$ cat src/rtl/sio_bridge_pkg.sv
package sio_bridge_pkg;
  localparam int WORD_BYTES = 4;
  localparam int WORD_BITS  = 8 * WORD_BYTES;

  localparam logic [7:0] KEY_UNLOCK = 8'hA5;
  localparam logic [7:0] KEY_LOCK   = 8'hAA;
  localparam logic [7:0] KEY_GO     = 8'hCF;
  localparam logic [7:0] SIZE_WORD  = 8'h02;

  localparam logic [7:0] IDX_LDN    = 8'h07;
  localparam logic [7:0] IDX_ENABLE = 8'h30;
  localparam logic [7:0] IDX_ADDR0  = 8'hF0;
  localparam logic [7:0] IDX_DATA0  = 8'hF4;
  localparam logic [7:0] IDX_SIZE   = 8'hF8;
  localparam logic [7:0] IDX_TRIG   = 8'hFE;

  typedef struct packed {
    logic [WORD_BYTES-1:0] addrWe;
    logic [WORD_BYTES-1:0] dataWe;
    logic                  sizeWe;
    logic                  launch;
    logic                  launchWr;
    logic                  capture;
  } strobes_t;
endpackage

$ cat src/rtl/sio_bridge_ctrl.sv
module sio_bridge_ctrl
  import sio_bridge_pkg::*;
#(
  parameter int             IO_AW      = 16,
  parameter logic [IO_AW-1:0] INDEX_PORT = 16'h002E,
  parameter logic [IO_AW-1:0] DATA_PORT  = 16'h002F,
  parameter logic [7:0]     DEV_NUM    = 8'h0D
) (
  input  logic             clk,
  input  logic             rstN,
  input  logic             ioWrEn,
  input  logic             ioRdEn,
  input  logic [IO_AW-1:0] ioAddr,
  input  logic [7:0]       ioWrData,
  output logic [7:0]       ioRdData,
  input  logic [7:0]       dpRdByte,
  input  logic [7:0]       sizeCode,
  input  logic             busAck,
  output logic             busyQ,
  output logic             lockedQ,
  output logic [7:0]       indexQ,
  output strobes_t         strb
);
  logic       halfKeyQ;
  logic [7:0] ldnQ;
  logic       enQ;
  logic       idxWr, datWr, datRd, anyAcc, devSel, canLaunch, ackSeen, stagedIdx;

  assign idxWr     = ioWrEn && (ioAddr == INDEX_PORT);
  assign datWr     = ioWrEn && (ioAddr == DATA_PORT);
  assign datRd     = ioRdEn && (ioAddr == DATA_PORT);
  assign anyAcc    = (ioWrEn || ioRdEn) && ((ioAddr == INDEX_PORT) || (ioAddr == DATA_PORT));
  assign devSel    = (ldnQ == DEV_NUM);
  assign ackSeen   = busyQ && busAck;
  assign canLaunch = !lockedQ && devSel && enQ && !busyQ && (sizeCode == SIZE_WORD);
  assign stagedIdx = (indexQ >= IDX_ADDR0) && (indexQ <= IDX_SIZE);

  // Strobes towards the datapath
  always_comb begin
    strb = '0;
    if (datWr && !lockedQ && devSel) begin
      for (int k = 0; k < WORD_BYTES; k++) begin
        strb.addrWe[k] = (indexQ == IDX_ADDR0 + 8'(k));
        strb.dataWe[k] = (indexQ == IDX_DATA0 + 8'(k));
      end
      strb.sizeWe = (indexQ == IDX_SIZE);
    end
    strb.launchWr = datWr && (indexQ == IDX_TRIG) && (ioWrData == KEY_GO) && canLaunch;
    strb.launch   = strb.launchWr || (datRd && (indexQ == IDX_TRIG) && canLaunch);
    strb.capture  = ackSeen;
  end

  // Lock, index, device number, enable, busy
  always_ff @(posedge clk) begin
    if (!rstN) begin
      lockedQ  <= 1'b1;
      halfKeyQ <= 1'b0;
      indexQ   <= 8'h00;
      ldnQ     <= 8'h00;
      enQ      <= 1'b0;
      busyQ    <= 1'b0;
    end else begin
      if (lockedQ) begin
        if (idxWr && (ioWrData == KEY_UNLOCK)) begin
          if (halfKeyQ) begin
            lockedQ  <= 1'b0;
            halfKeyQ <= 1'b0;
          end else begin
            halfKeyQ <= 1'b1;
          end
        end else if (anyAcc) begin
          halfKeyQ <= 1'b0;
        end
      end else begin
        if (idxWr) begin
          if (ioWrData == KEY_LOCK) lockedQ <= 1'b1;
          else                      indexQ  <= ioWrData;
        end
        if (datWr && (indexQ == IDX_LDN)) ldnQ <= ioWrData;
        if (datWr && devSel && (indexQ == IDX_ENABLE)) enQ <= ioWrData[0];
      end
      if (strb.launch)  busyQ <= 1'b1;
      else if (ackSeen) busyQ <= 1'b0;
    end
  end

  // Host read mux
  always_comb begin
    ioRdData = 8'hFF;
    if (!lockedQ) begin
      if (ioAddr == INDEX_PORT) begin
        ioRdData = indexQ;
      end else if (ioAddr == DATA_PORT) begin
        if (indexQ == IDX_LDN) begin
          ioRdData = ldnQ;
        end else if (devSel) begin
          if (indexQ == IDX_ENABLE)    ioRdData = {7'b0, enQ};
          else if (stagedIdx)          ioRdData = dpRdByte;
          else if (indexQ == IDX_TRIG) ioRdData = {7'b0, busyQ};
        end
      end
    end
  end
endmodule

$ cat src/rtl/sio_bridge_dp.sv
module sio_bridge_dp
  import sio_bridge_pkg::*;
(
  input  logic                 clk,
  input  logic                 rstN,
  input  logic [7:0]           ioWrData,
  input  strobes_t             strb,
  input  logic [7:0]           indexQ,
  input  logic [WORD_BITS-1:0] busRData,
  output logic [7:0]           dpRdByte,
  output logic [7:0]           sizeCode,
  output logic [WORD_BITS-1:0] busAddr,
  output logic [WORD_BITS-1:0] busWData,
  output logic                 busWrite
);
  logic [7:0]           addrB [WORD_BYTES];
  logic [7:0]           dataB [WORD_BYTES];
  logic [7:0]           sizeQ;
  logic [WORD_BITS-1:0] addrWord, dataWord;

  // Byte k sits at the lower index and carries the more significant bits
  for (genvar k = 0; k < WORD_BYTES; k++) begin : g_lane
    localparam int LO = 8 * (WORD_BYTES - 1 - k);
    always_ff @(posedge clk) begin
      if (!rstN)               addrB[k] <= 8'h00;
      else if (strb.addrWe[k]) addrB[k] <= ioWrData;
    end
    always_ff @(posedge clk) begin
      if (!rstN)                         dataB[k] <= 8'h00;
      else if (strb.capture && !busWrite) dataB[k] <= busRData[LO +: 8];
      else if (strb.dataWe[k])           dataB[k] <= ioWrData;
    end
    assign addrWord[LO +: 8] = addrB[k];
    assign dataWord[LO +: 8] = dataB[k];
  end

  always_ff @(posedge clk) begin
    if (!rstN)            sizeQ <= 8'h00;
    else if (strb.sizeWe) sizeQ <= ioWrData;
  end
  assign sizeCode = sizeQ;

  // Transaction registers, frozen at launch
  always_ff @(posedge clk) begin
    if (!rstN) begin
      busAddr  <= '0;
      busWData <= '0;
      busWrite <= 1'b0;
    end else if (strb.launch) begin
      busAddr  <= addrWord;
      busWData <= dataWord;
      busWrite <= strb.launchWr;
    end
  end

  always_comb begin
    dpRdByte = 8'hFF;
    for (int k = 0; k < WORD_BYTES; k++) begin
      if (indexQ == IDX_ADDR0 + 8'(k)) dpRdByte = addrB[k];
      if (indexQ == IDX_DATA0 + 8'(k)) dpRdByte = dataB[k];
    end
    if (indexQ == IDX_SIZE) dpRdByte = sizeQ;
  end
endmodule

$ cat src/rtl/sio_bridge.sv
module sio_bridge
  import sio_bridge_pkg::*;
#(
  parameter int             IO_AW      = 16,
  parameter logic [IO_AW-1:0] INDEX_PORT = 16'h002E,
  parameter logic [IO_AW-1:0] DATA_PORT  = 16'h002F,
  parameter logic [7:0]     DEV_NUM    = 8'h0D
) (
  input  logic                 clk,
  input  logic                 rstN,
  input  logic                 ioWrEn,
  input  logic                 ioRdEn,
  input  logic [IO_AW-1:0]     ioAddr,
  input  logic [7:0]           ioWrData,
  output logic [7:0]           ioRdData,
  output logic                 busReq,
  output logic                 busWrite,
  output logic [WORD_BITS-1:0] busAddr,
  output logic [WORD_BITS-1:0] busWData,
  input  logic                 busAck,
  input  logic [WORD_BITS-1:0] busRData,
  output logic                 busy
);
  strobes_t   strb;
  logic [7:0] dpRdByte, sizeCode, indexQ;
  logic       busyQ, lockedW;

  sio_bridge_ctrl #(
    .IO_AW(IO_AW), .INDEX_PORT(INDEX_PORT), .DATA_PORT(DATA_PORT), .DEV_NUM(DEV_NUM)
  ) u_ctrl (
    .clk(clk), .rstN(rstN), .ioWrEn(ioWrEn), .ioRdEn(ioRdEn), .ioAddr(ioAddr),
    .ioWrData(ioWrData), .ioRdData(ioRdData), .dpRdByte(dpRdByte), .sizeCode(sizeCode),
    .busAck(busAck), .busyQ(busyQ), .lockedQ(lockedW), .indexQ(indexQ), .strb(strb)
  );

  sio_bridge_dp u_dp (
    .clk(clk), .rstN(rstN), .ioWrData(ioWrData), .strb(strb), .indexQ(indexQ),
    .busRData(busRData), .dpRdByte(dpRdByte), .sizeCode(sizeCode),
    .busAddr(busAddr), .busWData(busWData), .busWrite(busWrite)
  );

  assign busReq = busyQ;
  assign busy   = busyQ;
endmodule

$ cat config.mk
export PLATFORM = sky130hd
export DESIGN_NAME = sio_bridge
export DESIGN_NICKNAME = d
export VERILOG_FILES = /design/src/rtl/sio_bridge_pkg.sv /design/src/rtl/sio_bridge_ctrl.sv /design/src/rtl/sio_bridge_dp.sv /design/src/rtl/sio_bridge.sv
export SDC_FILE = /design/constraint.sdc
export NUM_CORES = 1
export LEC_CHECK = 0
export ABC_AREA = 0
export BUFFER_PORTS_ARGS = -buffer_cell sky130_fd_sc_hd__buf_2
export CAP_MARGIN = 10
export CELL_PAD_IN_SITES_DETAIL_PLACEMENT = 2
export CELL_PAD_IN_SITES_GLOBAL_PLACEMENT = 2
export CORE_ASPECT_RATIO = 0.8
export CORE_MARGIN = 2
export CORE_UTILIZATION = 35
export CTS_BUF_LIST = sky130_fd_sc_hd__clkbuf_2 sky130_fd_sc_hd__clkbuf_4 sky130_fd_sc_hd__clkbuf_8
export CTS_CLUSTER_DIAMETER = 60
export CTS_CLUSTER_SIZE = 20
export DETAILED_ROUTE_END_ITERATION = 12
export PLACE_DENSITY_LB_ADDON = 0.1
export SLEW_MARGIN = 20
export SYNTH_ARGS = -nofsm -noshare
export SYNTH_HDL_FRONTEND = slang
export SYNTH_SLANG_ARGS = --single-unit
$ cat constraint.sdc
create_clock -name clk -period 4.41 [get_ports clk]
set_input_delay 0.882 -clock clk [delete_from_list [all_inputs] [get_ports clk]]
set_output_delay 0.882 -clock clk [all_outputs]
set_load 0.01 [all_outputs]
* Yosys cells after proc, flatten, opt, wreduce, memory -nomap -nowiden
Memory sizes are Yosys's and may differ from the RTL's.
Cells that the tools add are included.
Widths: inputs -> output; s select.
** Word-level totals
- Register bits after elaboration :: 93
- Memory bits (writable) :: 64
- Input port bits :: 61
- Output and inout port bits :: 75
- Logic and storage cells :: 152
- Memories kept :: 2
** Operators by class
- Magnitude comparators :: 2
- Eq/ne operators :: 19
- Muxes and demuxes :: 71
- Bitwise gates (word level) :: 14
- Reduce and logical (&&, ||, !) cells :: 34
** Memories
- u_dp.addrB :: depth 4, bits a word 8, read ports 4, clocked after Yosys merged registers in 0, wr ports 4, line sio_bridge_dp.sv:16 : logic [7:0] addrB [WORD_BYTES];
- u_dp.dataB :: depth 4, bits a word 8, read ports 4, clocked after Yosys merged registers in 0, wr ports 4, line sio_bridge_dp.sv:17 : logic [7:0] dataB [WORD_BYTES];
** Operators with widths (number)
- $mux 8 :: 29
- $eq 8x8->1 const B :: 13
- $mux 1 :: 41
- $eq 16x6->1 const B :: 2
- $logic_and 1x1->1 :: 22
- $or 1x1->1 :: 12
- $mux 9 :: 1
- $eq 8x2->1 const B :: 1
- $eq 8x3->1 const B :: 1
- $eq 8x4->1 const B :: 1
- $eq 8x6->1 const B :: 1
- $ge 8x8->1 const B :: 1
- $le 8x8->1 const B :: 1
- $reduce_and 2->1 :: 3
- $reduce_bool 2->1 :: 2
- $logic_not 1->1 :: 3
- $logic_or 1x1->1 :: 3
- $reduce_and 3->1 :: 1
- $not 1->1 :: 2

* Longest topological paths before layout
Gate-level depths: netlist of run 1.
- Depth in word-level cells :: 17
- Mapped depth :: 11
- Gate-level depth less buffers :: 6

* Cells and area by module
Synthesis of run 1 repeated with hierarchy kept, for this count alone.
** Second synthesis, totals
- Cell total of the unflattened synthesis :: 667
- Area, all modules :: 7288.2 um^2
** Modules (own cells, without submodules)
- sio_bridge_dp :: times used 1, cells each 485, area each 5765.5 um^2
- sio_bridge_ctrl :: times used 1, cells each 181, area each 1515.2 um^2
- sio_bridge :: times used 1, cells each 1, area each 7.5 um^2

* Least setup slack after synthesis of run 1
OpenSTA, ideal clock, no wires.
- Path type :: input to output
- Start :: in ioAddr[9]
- End :: out ioRdData[2]
- Data arrival time :: 3048 ps
- Setup slack :: 480 ps
- Stages :: 7
- Path buffers :: 1
- Cell sequence :: or4_4 -> or4_1 -> or3_1 -> buf_6 -> nor2_1 -> o221ai_1 -> o22a_1
** On the way
- Longest elaborated chain between the ends :: 4
- Elaborated cells on any way between the ends :: 5
- Those cells by class :: eq/ne (2); mux (3)
** Ends and longest elaborated chain
- start: declaration :: line sio_bridge.sv:13 : input logic [IO_AW-1:0] ioAddr,
- $eq 16x6->1 :: line sio_bridge_ctrl.sv:93 : end else if (ioAddr == DATA_PORT) begin
- $mux 8 :: line sio_bridge_ctrl.sv:93
- $mux 8 (*) :: line sio_bridge_ctrl.sv:91 : if (ioAddr == INDEX_PORT) begin
- $mux 8 (*) :: line sio_bridge_ctrl.sv:90 : if (!lockedQ) begin
- end: declaration :: line sio_bridge.sv:15 : output logic [7:0] ioRdData,
Every way passes the cells marked *; elsewhere a longest branch is shown, timed or not.

* Worst setup path after layout of run 1
Ends and elaborated chain as after synthesis.

==> results of run 1 <==
-- area by class of cell --
type | instances | area share (%)
well taps | 269 | 3.91
flip-flops and latches | 157 | 43.9
clock buffers | 19 | 2.89
repair buffers | 152 | 9.50
multi-input cells | 556 | 38.0
inverters | 5 | 0.218
clock inverters | 13 | 1.53
-- cell usage after synthesis (2+ instances only) --
cell type / count / area (um^2)
a21o_1: 2 / 15.0
a21oi_1: 18 / 90.1
a22o_1: 32 / 280
a32oi_1: 2 / 17.5
and2_1: 34 / 213
and3_1: 3 / 18.8
and4b_1: 2 / 20.0
buf_1: 3 / 11.3
clkbuf_1: 58 / 218
dfxtp_1: 93 / 1860
edfxtp_1: 64 / 1920
inv_1: 4 / 15.0
mux2_2: 6 / 67.6
mux2i_1: 23 / 230
mux4_2: 3 / 67.6
nand2_1: 97 / 364
nand2b_1: 7 / 43.8
nand3_1: 87 / 435
nand3b_1: 3 / 22.5
nand4_1: 8 / 50.1
nand4b_1: 3 / 26.3
nor2_1: 44 / 165
nor2_4: 2 / 22.5
nor2b_1: 5 / 31.3
nor3_1: 9 / 45.0
nor3_4: 2 / 32.5
nor3b_1: 2 / 15.0
nor4_1: 5 / 31.3
nor4b_1: 2 / 17.5
o211ai_1: 9 / 67.6
o21a_1: 3 / 22.5
o21ai_0: 97 / 485
o221ai_1: 2 / 17.5
o22a_1: 5 / 43.8
o22ai_1: 9 / 56.3
o31a_1: 2 / 17.5
or3_1: 9 / 56.3
or4_1: 2 / 15.0
or4_4: 2 / 22.5
-- worst max-delay path by stage --
stage,end,from,cells after the start,slack [ps]
final,ioRdData[2],ioAddr[9],8,300
after global placement,ioRdData[2],ioAddr[9],8,300
after CTS,ioRdData[2],ioAddr[9],8,190
after detailed placement,ioRdData[2],ioAddr[9],8,200
after floorplan,ioRdData[2],ioAddr[9],7,480
after global routing,ioRdData[2],ioAddr[9],8,170
-- cells by family after synthesis --
group | Yosys count | share of synthesized area (%)
simple gates | 335 | 23.4
compound gates | 188 | 16.0
flops | 157 | 51.8
buf+inv | 68 | 3.65
mux | 32 | 5.00
xor+xnor | 1 | 0.120
-- routing by layer --
| metal | vias up | GRT usage [%] | wire (um) |
|---|---|---|---|
| met3 | 13 | 4.45 | 1240 |
| li1 | 3055 | - | - |
| met4 | 0 | 5.08 | 202 |
| met5 | - | 0 | 0 |
| met1 | 3331 | 37.3 | 13400 |
| met2 | 182 | 41.7 | 13300 |
-- sequential cells by signal, summed over array words and instances, names as in the netlist --
signal and cells:
u_ctrl.busyQ 1, u_ctrl.enQ 1, u_ctrl.halfKeyQ 1, u_ctrl.indexQ 8, u_ctrl.ldnQ 8, u_ctrl.lockedQ 1
u_dp.addrB 32, u_dp.busAddr 32, u_dp.busWData 32, u_dp.busWrite 1, u_dp.dataB 32, u_dp.sizeCode 8
-- power breakdown --
group	internal [W]	switching, W
Sequential	0.00152	0.0000150
Combinational	0.0000359	0.0000919
Clock	0.000472	0.000610
-- per-stage QoR --
step / instance area, um^2 / setup slack [ps] / hold slack, ps / total power [W]
detailed placement: 8230 / 202 / 452 / 0.00170
finish: 8610 / 304 / 462 / 0.00275
global route: 8610 / 168 / 476 / 0.00283
floorplan: 7310 / 480 / 444 / 0.00161
CTS: 8610 / 192 / 467 / 0.00277
global placement: 8230 / 300 / 443 / 0.00169
-- worst reg2reg max path: stages, from the launching register on --
cell     delay (ps)
dfxtp_2         780
buf_4           360
nand4_1         150
nor3_1          490
o211a_4         610
buf_12          340
nand3_1         210
o21ai_0         140
==> impl_metrics.env, run 1 <==
export IMPL_wl_per_cell_um=24.1
export IMPL_dieArea_um2=22100
export IMPL_cts_buffers=17
export IMPL_clk_path_buf_depth=2
export IMPL_grt_pass1_vias=6871
export IMPL_htreeDepth=4
export IMPL_r2r_end="u_dp.busWData[20]"
export IMPL_fillers=2272
export IMPL_die_w_um=166
export IMPL_yosysWarnings=0
export IMPL_skew_ps=22.1
export IMPL_crit_path_end_kind="output port"
export IMPL_area_delta_synth_final_pct=17.8
export IMPL_startpoint_type="input port"
export IMPL_crit_required_ps=3530
export IMPL_crit_chain="buf_2 -> or4_4 -> or4_1 -> or3_1 -> nor2_2 -> o221ai_1 -> o22a_1 -> buf_2"
export IMPL_setup_viol=0
export IMPL_grt_max_degree=91
export IMPL_crit_path_top_delay_cell="or4_4"
export IMPL_maxCapViolCount=0
export IMPL_vias_per_cell=5.62
export IMPL_num_nets_final=950
export IMPL_clkLatencyLatePin_ps=460
export IMPL_drt_wl_total_um=28200
export IMPL_drc=0
export IMPL_post_cts_buffers=0
export IMPL_drtPass1Iterations=5
export IMPL_rr_startpoint="u_ctrl.indexQ[2]"
export IMPL_clkTransAtPathRegs_ps=90
export IMPL_holdPathStages=2
export IMPL_vias=6581
export IMPL_slew_headroom_pct=39.0
export IMPL_grt_setup_unrepaired="no"
export IMPL_syn_area_um2=7310
export IMPL_cts_tree="built"
export IMPL_dp_cells=1139
export IMPL_start_util_pct=35.5
export IMPL_cts_resized=0
export IMPL_max_slew_worst_pin_slew_ps=909
export IMPL_cp_top_family="simple AND/OR/NAND/NOR gates"
export IMPL_synth_cell_types=57
export IMPL_cts_hold_buf=0
export IMPL_hold_violations=0
export IMPL_gp_congestion=0.913
export IMPL_synth_edf_count=64
export IMPL_port_buffers=135
export IMPL_vdd_ir_drop_max_v=0.000181
export IMPL_final_cells=1171
export IMPL_hold_end="u_dp.busWData[12]"
export IMPL_synthCells=781
export IMPL_clock_fmax_ghz=0.244
export IMPL_drive_gt1_share_pct=22.9
export IMPL_synth_avg_cell_area_um2=9.36
export IMPL_grt_total_usage_pct=26.1
export IMPL_cts_root_buf="clkbuf_8"
export IMPL_diodes=0
export IMPL_slowest_delay_ps=530
export IMPL_final_common_cell="buf_2"
export IMPL_antenna_found_initial=0
export IMPL_outcome="completed"
export IMPL_dp_hpwl_um=20500
export IMPL_die_y_um=133
export IMPL_final_util_pct=41.8
export IMPL_fin_crit_sh_pct=93.1
export IMPL_seq_area_um2=3780
export IMPL_worst_path_buf_inv=2
export IMPL_ys_seq_area_share_pct=51.8
export IMPL_drtIter0Drc=519
export IMPL_ys_flop_type="dfxtp_1"
export IMPL_synth_fp_nets=842
export IMPL_multi_input_area_um2=3270
export IMPL_p_per_area_nw_per_um2=319
export IMPL_rows=47
export IMPL_io_pins=136
export IMPL_numClockSinks=157
export IMPL_fin_tns_setup_ps=0
export IMPL_layout_common_cells="buf_2 (134), nand2_1 (97), o21ai_0 (95)"
export IMPL_grt_pass1_wl_um=42300
export IMPL_synth_seq_cells=157
export IMPL_regToRegSetupSlack_ps=1260
export IMPL_hold_class="flip-flop to flip-flop"
export IMPL_holdCritStartpoint="u_dp.busWData[12]"
export IMPL_min_period_ps=4110
export IMPL_final_antenna_net_count=0
export IMPL_cp_arrival_ps=3220
export IMPL_grt_ovfl_total=0
export IMPL_p_leak_nw=3.20
export IMPL_synthArstFlopShare_pct=0
export IMPL_reg2reg_depth=7
export IMPL_worst_setup_path_type="input port to output port"
export IMPL_cp_max_fo=7
export IMPL_crit_top_cell="buf_2"
export IMPL_coreArea_um2=20600
export IMPL_slew_violations=0
(Power assumes the default switching activity.)
==> inputs of run 2 (changes only) <==
--- a/config.mk
+++ b/config.mk
@@ -6,17 +6,17 @@
 export NUM_CORES = 1
 export LEC_CHECK = 0
 export ABC_AREA = 0
-export BUFFER_PORTS_ARGS = -buffer_cell sky130_fd_sc_hd__buf_2
 export CAP_MARGIN = 10
 export CELL_PAD_IN_SITES_DETAIL_PLACEMENT = 2
 export CELL_PAD_IN_SITES_GLOBAL_PLACEMENT = 2
 export CORE_ASPECT_RATIO = 0.8
 export CORE_MARGIN = 2
-export CORE_UTILIZATION = 35
+export CORE_UTILIZATION = 40
 export CTS_BUF_LIST = sky130_fd_sc_hd__clkbuf_2 sky130_fd_sc_hd__clkbuf_4 sky130_fd_sc_hd__clkbuf_8
 export CTS_CLUSTER_DIAMETER = 60
 export CTS_CLUSTER_SIZE = 20
 export DETAILED_ROUTE_END_ITERATION = 12
+export DONT_BUFFER_PORTS = 1
 export PLACE_DENSITY_LB_ADDON = 0.1
 export SLEW_MARGIN = 20
 export SYNTH_ARGS = -nofsm -noshare
==> run 2 against run 1 <==
Fmax shrank 3.0%. Non-clock buffer count fell by 136. Wire length shrank 6.0%. Combinational power down 65%. Total power shrank 2.1%. Global-route usage increased by 1.9 points. Worst setup slack worse by 130 ps. Clock power about the same. First-iteration DRC count shrank 9.6%. Sequential cell count unchanged. Critical path type unchanged.
==> impl_metrics.env, run 2 (synthesis gave the netlist of run 1 again) <==
export IMPL_antenna_found_initial=0
export IMPL_skew_ps=15.2
export IMPL_startpoint_type="input port"
export IMPL_grt_pass1_vias=6504
export IMPL_diodes=0
export IMPL_vias_per_cell=6.15
export IMPL_slew_headroom_pct=36.5
export IMPL_die_y_um=125
export IMPL_grt_ovfl_total=0
export IMPL_dp_hpwl_um=19100
export IMPL_area_delta_synth_final_pct=7.96
export IMPL_comb_power_share_pct=1.6
export IMPL_grt_total_usage_pct=28.0
export IMPL_hold_class="flip-flop to flip-flop"
export IMPL_holdPathStages=2
export IMPL_die_w_um=155
export IMPL_clk_path_buf_depth=2
export IMPL_drtPass1Iterations=5
export IMPL_numClockSinks=157
export IMPL_vdd_ir_drop_max_v=0.000250
export IMPL_cts_resized=0
export IMPL_grt_max_degree=158
export IMPL_drt_wl_total_um=26500
export IMPL_cts_tree="built"
export IMPL_fin_crit_sh_pct=95.9
export IMPL_setup_viol=0
export IMPL_htreeDepth=4
export IMPL_p_seq_share_pct=57.2
export IMPL_power_w=0.00269
export IMPL_clkTransAtPathRegs_ps=80
export IMPL_clkLatencyLatePin_ps=480
export IMPL_p_clk_share_pct=41.2
export IMPL_dieArea_um2=19400
export IMPL_switchingPower_w=0.000598
export IMPL_coreArea_um2=18000
export IMPL_crit_path_end_kind="output port"
export IMPL_post_cts_buffers=0
export IMPL_clock_fmax_ghz=0.236
export IMPL_cts_root_buf="clkbuf_8"
export IMPL_p_leak_nw=2.59
export IMPL_worst_setup_path_type="input port to output port"
export IMPL_start_util_pct=40.6
export IMPL_maxCapViolCount=0
export IMPL_drc=0
export IMPL_drtIter0Drc=469
export IMPL_num_nets_final=814
export IMPL_p_int_w=0.00209
export IMPL_fin_tns_setup_ps=0
export IMPL_min_period_ps=4230
export IMPL_grt_pass1_wl_um=40300
export IMPL_switching_share_pct=22.3
export IMPL_outcome="completed"
export IMPL_drive_gt1_share_pct=9.14
export IMPL_cp_max_fo=8
export IMPL_reg2reg_depth=8
export IMPL_layout_common_cells="nand2_1 (97), o21ai_0 (97), dfxtp_1 (92)"
export IMPL_max_slew_worst_pin_slew_ps=950
export IMPL_rows=44
export IMPL_gp_congestion=0.941
export IMPL_io_pins=136
export IMPL_cp_arrival_ps=3350
export IMPL_final_antenna_net_count=0
export IMPL_wl_per_cell_um=26.6
export IMPL_vias=6124
export IMPL_grt_setup_unrepaired="no"
export IMPL_p_per_area_nw_per_um2=340
export IMPL_slew_violations=0
export IMPL_crit_required_ps=3530
export IMPL_cts_buffers=17
export IMPL_hold_violations=0
export IMPL_cts_hold_buf=0
export IMPL_port_buffers=0
==> run 2: stage by stage <==
stage / setup WS [ps] / cells / hold slack [ps] / instance area, um^2 / utilization (%)
floorplan: 480 / 781 / 444 / 7310 / -
detailed placement: 185 / 964 / 478 / 7490 / 41.6
global placement: 323 / 964 / 463 / 7490 / 41.6
CTS: 183 / 996 / 493 / 7890 / 43.8
global route: 24.7 / 996 / 532 / 7890 / 43.8
finish: 179 / 996 / 490 / 7890 / 43.8
==> run 2: final cells by class <==
| class | count | area (um^2) |
|---|---|---|
| fillers | 1953 | 10100 |
| clock inverters | 10 | 114 |
| well taps | 230 | 288 |
| inverters | 5 | 18.8 |
| repair buffers | 16 | 133 |
| multi-input cells | 556 | 3270 |
| flip-flops and latches | 157 | 3780 |
| clock buffers | 22 | 284 |
==> run 2: per-layer routing <==
layer  vias up  GRT usage, %  share of wire [%]
met5         -             0                  0
met4         0          9.10                2.2
met3        39          5.98                5.9
met2       194          44.7                 46
met1      3098          38.0                 46
li1       2793             -                  -
==> run 2: critical path, cell delays in order <==
cell and delay [ps]:
or4_4 520, or4_1 490, or3_1 530, nor2_1 440, o221ai_1 210, o22a_1 260
==> run 2: power by group through the flow <==
| stage | clock [W] | combinational, W | sequential (W) |
|---|---|---|---|
| final | 0.00111 | 0.0000443 | 0.00154 |
| after CTS | 0.00114 | 0.0000443 | 0.00154 |
| after global routing | 0.00118 | 0.0000482 | 0.00154 |
| after global placement | 0 | 0.0000420 | 0.00157 |
| after detailed placement | 0 | 0.0000438 | 0.00157 |
| after floorplan | 0 | 0.0000534 | 0.00156 |
==> run 2: final timing paths <==
path | to | start | slack (ps)
max reg2reg | u_dp.busWData[16] | u_ctrl.indexQ[1] | 1090
min | u_dp.sizeCode[0] | u_dp.sizeCode[0] | 490
min reg2reg | u_dp.sizeCode[0] | u_dp.sizeCode[0] | 490
max | ioRdData[2] | ioAddr[9] | 180
